<file path="config.mk">
export PLATFORM = sky130hd
export DESIGN_NAME = ep0_ctrl_csr
export DESIGN_NICKNAME = d
export VERILOG_FILES = /design/src/rtl/ep0_csr_pkg.sv /design/src/rtl/ep0_byte_counter.sv /design/src/rtl/ep0_irq_pulse.sv /design/src/rtl/ep0_ctrl_csr.sv
export SDC_FILE = /design/constraint.sdc
export NUM_CORES = 1
export LEC_CHECK = 0
export BUFFER_PORTS_ARGS = -buffer_cell sky130_fd_sc_hd__buf_2
export CORE_ASPECT_RATIO = 1.4
export CORE_MARGIN = 4
export CORE_UTILIZATION = 49
export DETAILED_ROUTE_END_ITERATION = 8
export PLACE_DENSITY_LB_ADDON = 0.1
export SYNTH_ARGS = -nofsm -noshare
export SYNTH_HDL_FRONTEND = slang
export SYNTH_HIERARCHICAL = 1
export SYNTH_SLANG_ARGS = --single-unit
</file>
<file path="constraint.sdc">
create_clock -name clk -period 4.4 [get_ports clk]
set_input_delay 1.1 -clock clk [delete_from_list [all_inputs] [get_ports clk]]
set_output_delay 1.1 -clock clk [all_outputs]
set_load 0.03 [all_outputs]
</file>
<file path="src/rtl/ep0_csr_pkg.sv">
package ep0_csr_pkg;
  localparam int B_OUT  = 0;
  localparam int B_IN   = 1;
  localparam int B_SNT  = 2;
  localparam int B_LAST = 3;
  localparam int B_EARL = 4;
  localparam int B_STL  = 5;
  localparam int B_SVO  = 6;
  localparam int B_SVE  = 7;

  // net fill change clamped to the legal FIFO window
  function automatic int clamp_level(int cur, int add, int sub, int maxv);
    int t;
    t = cur + add - sub;
    if (t < 0) t = 0;
    if (t > maxv) t = maxv;
    return t;
  endfunction
endpackage

</file>
<file path="src/rtl/ep0_byte_counter.sv">
module ep0_byte_counter #(
  parameter int MAXP  = 64,
  parameter int CNT_W = $clog2(MAXP + 1)
) (
  input  logic             clk,
  input  logic             rst_n,
  input  logic [1:0]       add,
  input  logic             sub,
  input  logic             clr,
  output logic [CNT_W-1:0] level
);
  import ep0_csr_pkg::*;

  logic [CNT_W-1:0] level_q;

  always_ff @(posedge clk) begin
    if (!rst_n)   level_q <= '0;
    else if (clr) level_q <= '0;
    else          level_q <= CNT_W'(clamp_level(int'(level_q), int'(add), int'(sub), MAXP));
  end

  assign level = level_q;

  assert_count_bound_R2: assert property (@(posedge clk) disable iff (!rst_n)
    int'(level_q) <= MAXP);
endmodule

</file>
<file path="src/rtl/ep0_irq_pulse.sv">
module ep0_irq_pulse #(
  parameter int N_EV = 4
) (
  input  logic            clk,
  input  logic            rst_n,
  input  logic [N_EV-1:0] ev,
  output logic            irq
);
  logic irq_q;

  always_ff @(posedge clk) begin
    if (!rst_n) irq_q <= 1'b0;
    else        irq_q <= |ev;
  end

  assign irq = irq_q;

  assert_irq_cause_R11: assert property (@(posedge clk) disable iff (!rst_n)
    irq_q |-> $past(|ev));
endmodule

</file>
<file path="src/rtl/ep0_ctrl_csr.sv">
module ep0_ctrl_csr #(
  parameter int MAXP  = 64,
  parameter int CNT_W = $clog2(MAXP + 1)
) (
  input  logic             clk,
  input  logic             rst_n,
  input  logic             cpu_wr,
  input  logic [7:0]       cpu_wdata,
  input  logic             cpu_fifo_wr,
  input  logic             cpu_fifo_rd,
  output logic [7:0]       csr_rdata,
  output logic [CNT_W-1:0] byte_count,
  input  logic             pkt_rx_byte,
  input  logic             pkt_rx_done,
  input  logic             pkt_in_ack,
  input  logic             pkt_stall_sent,
  input  logic             pkt_xfer_end,
  output logic             stall_req,
  output logic             fifo_flush,
  output logic             irq
);
  import ep0_csr_pkg::*;

  localparam int N_EV = 4;

  logic out_rdy, in_rdy, sent_stl, last_pkt, early_end, stl_req, flush_q;

  // named internal events
  logic ev_rx, ev_ack, ev_stall, ev_abort, ev_done;
  logic wr_arm, wr_last, wr_clr_snt, wr_svc_out, wr_svc_end;
  logic cnt_clr;
  logic [1:0] cnt_add;

  assign ev_rx    = pkt_rx_done;
  assign ev_ack   = pkt_in_ack & in_rdy;
  assign ev_stall = pkt_stall_sent;
  assign ev_abort = pkt_xfer_end & ~last_pkt;
  assign ev_done  = pkt_xfer_end & last_pkt;

  assign wr_arm     = cpu_wr & cpu_wdata[B_IN];
  assign wr_last    = cpu_wr & cpu_wdata[B_LAST];
  assign wr_clr_snt = cpu_wr & ~cpu_wdata[B_SNT];
  assign wr_svc_out = cpu_wr & cpu_wdata[B_SVO];
  assign wr_svc_end = cpu_wr & cpu_wdata[B_SVE];

  assign cnt_clr = ev_abort | ev_ack | wr_svc_out;
  assign cnt_add = {1'b0, pkt_rx_byte} + {1'b0, cpu_fifo_wr};

  always_ff @(posedge clk) begin
    if (!rst_n) begin
      out_rdy   <= 1'b0;
      in_rdy    <= 1'b0;
      sent_stl  <= 1'b0;
      last_pkt  <= 1'b0;
      early_end <= 1'b0;
      stl_req   <= 1'b0;
      flush_q   <= 1'b0;
    end else begin
      if (ev_rx)                      out_rdy <= 1'b1;
      else if (ev_abort | wr_svc_out) out_rdy <= 1'b0;

      if (wr_arm)                 in_rdy <= 1'b1;
      else if (ev_ack | ev_abort) in_rdy <= 1'b0;

      if (pkt_xfer_end) last_pkt <= 1'b0;
      else if (wr_last) last_pkt <= 1'b1;

      if (ev_abort)        early_end <= 1'b1;
      else if (wr_svc_end) early_end <= 1'b0;

      if (ev_stall)        sent_stl <= 1'b1;
      else if (wr_clr_snt) sent_stl <= 1'b0;

      if (cpu_wr) stl_req <= cpu_wdata[B_STL];

      flush_q <= ev_abort;
    end
  end

  ep0_byte_counter #(.MAXP(MAXP), .CNT_W(CNT_W)) u_cnt (
    .clk(clk), .rst_n(rst_n), .add(cnt_add), .sub(cpu_fifo_rd),
    .clr(cnt_clr), .level(byte_count)
  );

  ep0_irq_pulse #(.N_EV(N_EV)) u_irq (
    .clk(clk), .rst_n(rst_n),
    .ev({ev_abort, ev_stall, ev_ack, ev_rx}), .irq(irq)
  );

  always_comb begin
    csr_rdata         = 8'h00;
    csr_rdata[B_OUT]  = out_rdy;
    csr_rdata[B_IN]   = in_rdy;
    csr_rdata[B_SNT]  = sent_stl;
    csr_rdata[B_LAST] = last_pkt;
    csr_rdata[B_EARL] = early_end;
    csr_rdata[B_STL]  = stl_req;
  end

  assign stall_req  = stl_req;
  assign fifo_flush = flush_q;

  assert_abort_flush_R6: assert property (@(posedge clk) disable iff (!rst_n)
    $rose(early_end) |-> (fifo_flush && byte_count == '0 && irq));

  assert_early_hold_R7: assert property (@(posedge clk) disable iff (!rst_n)
    (early_end && !(cpu_wr && cpu_wdata[B_SVE]) && (cpu_wr || !cpu_wdata[B_EARL]))
      |=> early_end);

  assert_stall_sent_R8: assert property (@(posedge clk) disable iff (!rst_n)
    pkt_stall_sent |=> (csr_rdata[B_SNT] && irq));

  assert_in_ack_R4: assert property (@(posedge clk) disable iff (!rst_n)
    (pkt_in_ack && in_rdy && !wr_arm) |=> (!csr_rdata[B_IN] && irq));

  assert_flush_single_R6: assert property (@(posedge clk) disable iff (!rst_n)
    fifo_flush |=> !fifo_flush || $past(pkt_xfer_end));
endmodule

</file>
==> results of run 1 <==
## tightest hold or removal path: stages (launching register included)
cell,delay (ns)
sky130_fd_sc_hd__dfxtp_1,0.33
sky130_fd_sc_hd__nand2_1,0.06
sky130_fd_sc_hd__o21ai_0,0.07
## metal layers
layer / vias to the layer above / global-route usage / wire length, um
li1: 471 / - / -
met1: 409 / 0.191 / 875
met2: 23 / 0.268 / 1060
met3: 2 / 0.0171 / 105
met4: 0 / 0.0623 / 17
met5: - / 0 / 0
## sequential cells by signal (all words and copies together), names as in the netlist
name,count
early_end,1
fifo_flush,1
in_rdy,1
last_pkt,1
out_rdy,1
sent_stl,1
stall_req,1
u_cnt/level,7
u_irq/irq,1
## cells in the final DEF, fill, tap and decap left out, types with 2 or more instances in the layout
cell	instances
sky130_fd_sc_hd__nand3_1	2
sky130_fd_sc_hd__a211oi_1	2
sky130_fd_sc_hd__nor2b_1	4
sky130_fd_sc_hd__ha_1	12
sky130_fd_sc_hd__a21oi_1	10
sky130_fd_sc_hd__o21ai_0	4
sky130_fd_sc_hd__buf_2	31
sky130_fd_sc_hd__dfxtp_1	15
sky130_fd_sc_hd__and2_1	2
sky130_fd_sc_hd__a21o_1	2
sky130_fd_sc_hd__nor2_1	2
sky130_fd_sc_hd__conb_1	2
sky130_fd_sc_hd__nor3b_1	6
sky130_fd_sc_hd__nor3_1	3
sky130_fd_sc_hd__and4b_1	2
sky130_fd_sc_hd__clkbuf_4	3
sky130_fd_sc_hd__xor2_1	4
sky130_fd_sc_hd__nand2_1	10
sky130_fd_sc_hd__inv_1	14
## how the worst max path moves through the flow
| stage | slack [ns] | to |
|---|---|---|
| finish | 0.97 | u_cnt/level[1]$_SDFF_PP0_ |
| CTS | 0.96 | u_cnt/level[1]$_SDFF_PP0_ |
| global route | 0.84 | u_cnt/level[0]$_SDFF_PP0_ |
| detailed placement | 0.66 | u_cnt/level[1]$_SDFF_PP0_ |
| global placement | 0.73 | u_cnt/level[1]$_SDFF_PP0_ |
| floorplan | 0.93 | u_cnt/level[0]$_SDFF_PP0_ |
## where the power goes
group	internal, mW	switching, mW
Combinational	0.193	0.282
Sequential	0.157	0.0150
Clock	0.0337	0.0429
## kinds of logic after synthesis
family | count (synthesis) | synth area share
simple gates | 40 | 0.231
compound gates | 25 | 0.151
buf+inv | 23 | 0.111
flops | 15 | 0.283
fa+ha+maj | 13 | 0.160
xor+xnor | 5 | 0.0412
mux | 2 | 0.0200
other cells | 1 | 0.00353
## final cells by class
cell class | instances | share of cell area
multi-input cells | 87 | 0.536
clock inverters | 1 | 0.00414
flip-flops and latches | 15 | 0.248
repair buffers | 31 | 0.128
well taps | 21 | 0.0217
clock buffers | 3 | 0.0186
inverters | 14 | 0.0434
## metrics by stage
step / hold slack [ns] / power (mW)
finish: 0.503 / 0.724
global placement: 0.454 / 0.636
CTS: 0.505 / 0.727
global route: 0.558 / 0.798
floorplan: 0.436 / 0.552
detailed placement: 0.491 / 0.645
==> flow_summary.rst, run 1 <==
.. list-table::
   :header-rows: 1

   * - Metric
     - Value
   * - Setup_tns
     - 0 ns
   * - Top achievable clock speed
     - between 200 and 300 MHz
   * - Critical Setup Path Class
     - in2reg
   * - Number of warnings printed during yosys synthesis
     - 6
   * - Number of fill cells
     - between 150 and 200
   * - Setup slack of the most critical reg-to-reg path
     - around 1.6 ns
   * - CTS Buf Count
     - 3
   * - Max_cap viols
     - 0
   * - Top cell types by occurrence after synthesis
     - sky130_fd_sc_hd__dfxtp_1, sky130_fd_sc_hd__inv_1, sky130_fd_sc_hd__ha_1
   * - Number of instances resized during post-cts repair
     - 0
   * - Final Critical Period
     - between 3 and 4 ns
   * - Worst Setup Slack, final
     - 0.967 ns
   * - Initial antenna violation count
     - 0
   * - Min-Delay Path Depth
     - 2
   * - I/O Buffers
     - 31
   * - Count of TritonRoute iterations in the first routing pass
     - 4
   * - Global placement routability congestion
     - 0.824
   * - Largest stage delay on the critical path
     - around 0.47 ns
   * - Placed cell area
     - about 0.0012 mm^2
   * - HPWL after detailed placement
     - approximately 1.7 mm
   * - Launching element type of the critical path
     - input pin
   * - Clock tree from TritonCTS
     - built
   * - Core Footprint
     - between 0.002 and 0.0025 mm^2
   * - GRT overflow
     - 0
   * - Post-place setup slack
     - approximately 0.66 ns
   * - Unrepaired setup endpoints after global routing
     - no
   * - Largest area contributor in the netlist
     - sky130_fd_sc_hd__dfxtp_1
   * - Synth Register Bits
     - 15
   * - Post-route insts no fill
     - around 170
   * - Die extent in y
     - approximately 63 um
   * - Diode insertion count for antenna repair
     - 0
   * - Detailed-route wire length
     - around 2.1 mm
   * - Count of boundary I/O pins
     - 36
   * - Sequential element share of the synthesized area
     - 0.283
   * - Count of cells along the worst register-to-register path
     - 11
   * - Post-detailed-route DRC marker count
     - 0
   * - Class of the tightest hold or removal check
     - reg2reg
   * - Run status
     - finished clean
   * - Die area
     - around 0.003 mm^2
   * - Synthesized area
     - approximately 0.0011 mm^2
   * - Insertion delay of the later-clocked pin in the worst-skew pair
     - about 0.28 ns
   * - Post-detailed-route wirelength per cell
     - about 12 um
   * - Count of antenna-violating nets left after detailed routing
     - 0
   * - Buffer cell driving the clock tree root
     - sky130_fd_sc_hd__clkbuf_4
   * - Worst r2r dst
     - u_cnt/level[1]$_SDFF_PP0_
   * - Required @ worst endpoint
     - roughly 4.6 ns
   * - Syn Inst Count
     - between 100 and 150
   * - Share of post-route cells with drive strength above 1
     - 0.265
   * - DP Cell Count
     - 168
   * - Final hold vios
     - 0
   * - Worst-path clk slew
     - approximately 0.090 ns
   * - Finished Cell Area
     - between 0.001 and 0.0015 mm^2
   * - Critical path buffer and inverter count
     - 3
   * - Slowest cell on the critical path
     - sky130_fd_sc_hd__fa_1
   * - Tot GR Track Use
     - 0.158
   * - Footprint of the flip-flops and latches
     - ~300 um^2
   * - Top Family by Delay on Critical Path
     - adder cells
   * - First-iteration detailed-routing DRC count
     - 14
   * - FP Rows
     - 19
   * - Critical path cell sequence
     - buf_2, ha_1, inv_1, ha_1, inv_1, fa_1, a21o_1, or4b_1, a21oi_1, a211oi_1, o31a_1, nor3b_1
   * - Slew Viols, Final
     - 0
   * - Top_reg_cell synth
     - sky130_fd_sc_hd__dfxtp_1
   * - Per-cell via count in the routed design
     - roughly 5.3
   * - Number of setup violations in the final report
     - 0
   * - Worst min-delay path endpoint
     - out_rdy$_SDFFE_PN0P_
   * - Arrival time reported for the critical path endpoint
     - 3.64 ns
   * - Leakage dissipation
     - 0.582 nW
   * - Power per cell area
     - around 600 mW/mm^2
   * - Count of H-tree levels built during CTS
     - 1
   * - Floorplan die width
     - 47.4 um
   * - Pin count of the biggest net entering global routing
     - 12
   * - Hold bufs inserted after CTS
     - 0
   * - Element type at the critical path end
     - register
   * - Asr flop ratio synth
     - 0
   * - Number of sinks driven by the clock tree
     - 15
   * - Count of cell instances traversed by the critical path
     - 12
   * - Area added between synthesis and finish
     - 13.9%
   * - Final Util
     - 0.599
   * - Area of the multi-input gates
     - between 600 and 700 um^2
   * - Min-Delay Startpoint
     - out_rdy$_SDFFE_PN0P_
   * - Maximum buffer depth of the clock tree
     - 2
   * - CP Launch Point
     - cpu_fifo_wr
   * - Number of distinct standard cells referenced by the synthesized netlist
     - 39
   * - RR Startpoint
     - u_cnt/level[0]$_SDFF_PP0_
   * - Maximum ir drop on the vdd rail
     - ~0.29 mV
   * - Post-CTS Setup Repair Bufs
     - 0
   * - Most repeated cell in the gate-level netlist after synthesis
     - sky130_fd_sc_hd__dfxtp_1
   * - Global-route wire length before repair
     - 3.62 mm
   * - Crit-path max FO
     - 4
   * - Total number of vias
     - between 900 and 1k
   * - Area share of the largest cell type after synthesis
     - 0.283
   * - Clk_skew
     - around 0.0025 ns
   * - Vias in the first global route
     - roughly 900
   * - Layout Nets
     - 183
   * - Number of enable-type register cells in the synthesized netlist
     - 0
   * - Effective utilization at floorplan
     - 0.526
   * - Final critical-path share of the clock period
     - 0.780
   * - Avg Inst Size Synth
     - ~8.6 um^2
   * - Largest cells by area after synthesis
     - sky130_fd_sc_hd__dfxtp_1, sky130_fd_sc_hd__ha_1, sky130_fd_sc_hd__buf_4
Note: power is estimated with default switching activity, not from simulation.
==> run 2, diff against run 1 <==
Clock period 4.4 ns to 3.45 ns, I/O delays scaled along.
==> run 2 against run 1 <==
  * Non-clock buffer count rose by 3
  * Sequential cell count did not move
  * Sequential power grew 27%
  * Critical endpoint is now u_cnt/level[0]$_SDFF_PP0_
  * First-iteration DRC count down 21%
  * Global-route usage fell by 0.12 points
  * Count of clock-buffer cells in the layout unchanged
  * Critical path type unchanged
  * Critical path depth unchanged
  * Routed wire length rose by 6.7%
  * Design area up 1.9%
  * Total power grew 32%
==> flow_summary.rst, run 2 (synthesis results as in run 1) <==
.. list-table::
   :header-rows: 1

   * - Metric
     - Value
   * - Run status
     - finished clean
   * - Post-place setup slack
     - -0.000415 ns
   * - Post-detailed-route wirelength per cell
     - approximately 13 um
   * - Crit-path max FO
     - 4
   * - Per-cell via count in the routed design
     - 5.21
   * - Element type at the critical path end
     - register
   * - Number of flip-flops in the largest register
     - 7
   * - Top achievable clock speed
     - 319 MHz
   * - Count of TritonRoute iterations in the first routing pass
     - 4
   * - Count of H-tree levels built during CTS
     - 1
   * - Unrepaired setup endpoints after global routing
     - no
   * - Share of post-route cells with drive strength above 1
     - 0.279
   * - Slew Viols, Final
     - 0
   * - Met1 track demand over resource
     - 0.171
   * - Max_cap viols
     - 0
   * - Number of fill cells
     - a little under 200
   * - Worst-path clk slew
     - 0.09 ns
   * - Launching element type of the critical path
     - input pin
   * - Total number of vias
     - 912
   * - Die extent in y
     - 63.1 um
   * - Leading cell type in the layout, fill and taps excluded
     - sky130_fd_sc_hd__buf_2
   * - Placed cell area
     - around 0.0012 mm^2
   * - Worst Setup Slack, final
     - 0.318 ns
   * - Area of the multi-input gates
     - between 600 and 700 um^2
   * - Number of instances resized during post-cts repair
     - 0
   * - Power per cell area
     - slightly below 800 mW/mm^2
   * - First-iteration detailed-routing DRC count
     - 11
   * - Class of the tightest hold or removal check
     - reg2reg
   * - Leakage dissipation
     - about 0.6 nW
   * - CTS Buf Count
     - 3
   * - Detailed-route wire length
     - 2.19 mm
   * - Global placement routability congestion
     - ~0.83
   * - Met3 GRT Util
     - 0.00855
   * - Maximum ir drop on the vdd rail
     - ~0.42 mV
   * - Die area
     - about 0.0030 mm^2
   * - Pin count of the biggest net entering global routing
     - 12
   * - Initial antenna violation count
     - 0
   * - Floorplan die width
     - between 40 and 50 um
   * - Tot GR Track Use
     - 0.157
   * - Most frequent cells in the layout
     - sky130_fd_sc_hd__buf_2, sky130_fd_sc_hd__dfxtp_1, sky130_fd_sc_hd__inv_1
   * - Setup slack of the most critical reg-to-reg path
     - 0.67 ns
   * - Footprint of the flip-flops and latches
     - about 300 um^2
   * - FP Rows
     - 19
   * - Post-CTS Setup Repair Bufs
     - 0
   * - Final Util
     - 0.610
   * - Effective utilization at floorplan
     - 0.526
   * - Layout Nets
     - ~190
   * - Vias in the first global route
     - about 900
   * - Number of sinks driven by the clock tree
     - 15
   * - Final hold vios
     - 0
   * - Top Usage Layer GRT
     - met2
   * - Hold bufs inserted after CTS
     - 0
   * - Buffer cell driving the clock tree root
     - sky130_fd_sc_hd__clkbuf_4
   * - Diode insertion count for antenna repair
     - 0
   * - Final Critical Period
     - between 3 and 4 ns
   * - Required @ worst endpoint
     - ~3.7 ns
   * - Count of boundary I/O pins
     - 36
   * - Count of antenna-violating nets left after detailed routing
     - 0
   * - Arrival time reported for the critical path endpoint
     - 3.35 ns
   * - Finished Cell Area
     - around 0.0012 mm^2
   * - Critical Setup Path Class
     - in2reg
   * - I/O Buffers
     - 31
   * - Clock tree from TritonCTS
     - built
   * - Number of setup violations in the final report
     - 0
   * - Clk_skew
     - between 0.007 and 0.008 ns
   * - Global-route met2 utilization
     - 0.279
   * - Total power
     - around 0.96 mW
   * - GRT overflow
     - 0
   * - Post-detailed-route DRC marker count
     - 0
   * - Insertion delay of the later-clocked pin in the worst-skew pair
     - roughly 0.29 ns
   * - Final critical-path share of the clock period
     - 0.908
   * - Area added between synthesis and finish
     - 16.0%
   * - Global-route wire length before repair
     - about 3.5 mm
   * - HPWL after detailed placement
     - between 1.5 and 2 mm
   * - Maximum buffer depth of the clock tree
     - 2
   * - Core Footprint
     - roughly 0.0020 mm^2
   * - Setup_tns
     - 0 ns
run 2: cell type report:
| class | instances | share of cell area |
|---|---|---|
| Tap cell | 21 | 0.0213 |
| Timing Repair Buffer | 34 | 0.144 |
| Inverter | 14 | 0.0426 |
| Multi-Input combinational cell | 87 | 0.526 |
| Clock inverter | 1 | 0.00406 |
| Sequential cell | 15 | 0.244 |
| Clock buffer | 3 | 0.0183 |
run 2: final timing paths:
path,startpoint,end,depth (start not counted)
setup reg to reg,u_cnt/level[0]$_SDFF_PP0_,u_cnt/level[0]$_SDFF_PP0_,11
setup / recovery,cpu_fifo_wr,u_cnt/level[0]$_SDFF_PP0_,12
hold / removal,out_rdy$_SDFFE_PN0P_,out_rdy$_SDFFE_PN0P_,2
hold reg to reg,out_rdy$_SDFFE_PN0P_,out_rdy$_SDFFE_PN0P_,2
run 2: metal layers:
layer / wire length (um) / vias up
li1: - / 476
met1: 907 / 403
met2: 1140 / 28
met3: 92 / 5
met4: 54 / 0
met5: 0 / -
run 2: where the power goes:
group | total [mW] | internal (mW) | switching [mW]
clock | 0.100 | 0.0431 | 0.0573
sequential | 0.219 | 0.200 | 0.0193
combinational | 0.638 | 0.271 | 0.367
total | 0.958 | 0.514 | 0.444
run 2: through the flow:
stage               hold WS (ns)  std cells
finish                     0.466        175
global route               0.489        175
CTS                        0.468        175
detailed placement         0.460        171
global placement           0.453        171
floorplan                  0.436        125
run 2: critical path: stages:
cell,delay (ns)
sky130_fd_sc_hd__buf_2,0.08
sky130_fd_sc_hd__ha_1,0.14
sky130_fd_sc_hd__inv_1,0.04
sky130_fd_sc_hd__ha_1,0.27
sky130_fd_sc_hd__inv_1,0.07
sky130_fd_sc_hd__fa_1,0.44
sky130_fd_sc_hd__a21o_1,0.21
sky130_fd_sc_hd__or4b_1,0.46
sky130_fd_sc_hd__a21oi_1,0.16
sky130_fd_sc_hd__a211oi_1,0.08
sky130_fd_sc_hd__o31a_1,0.35
sky130_fd_sc_hd__nor3b_1,0.19
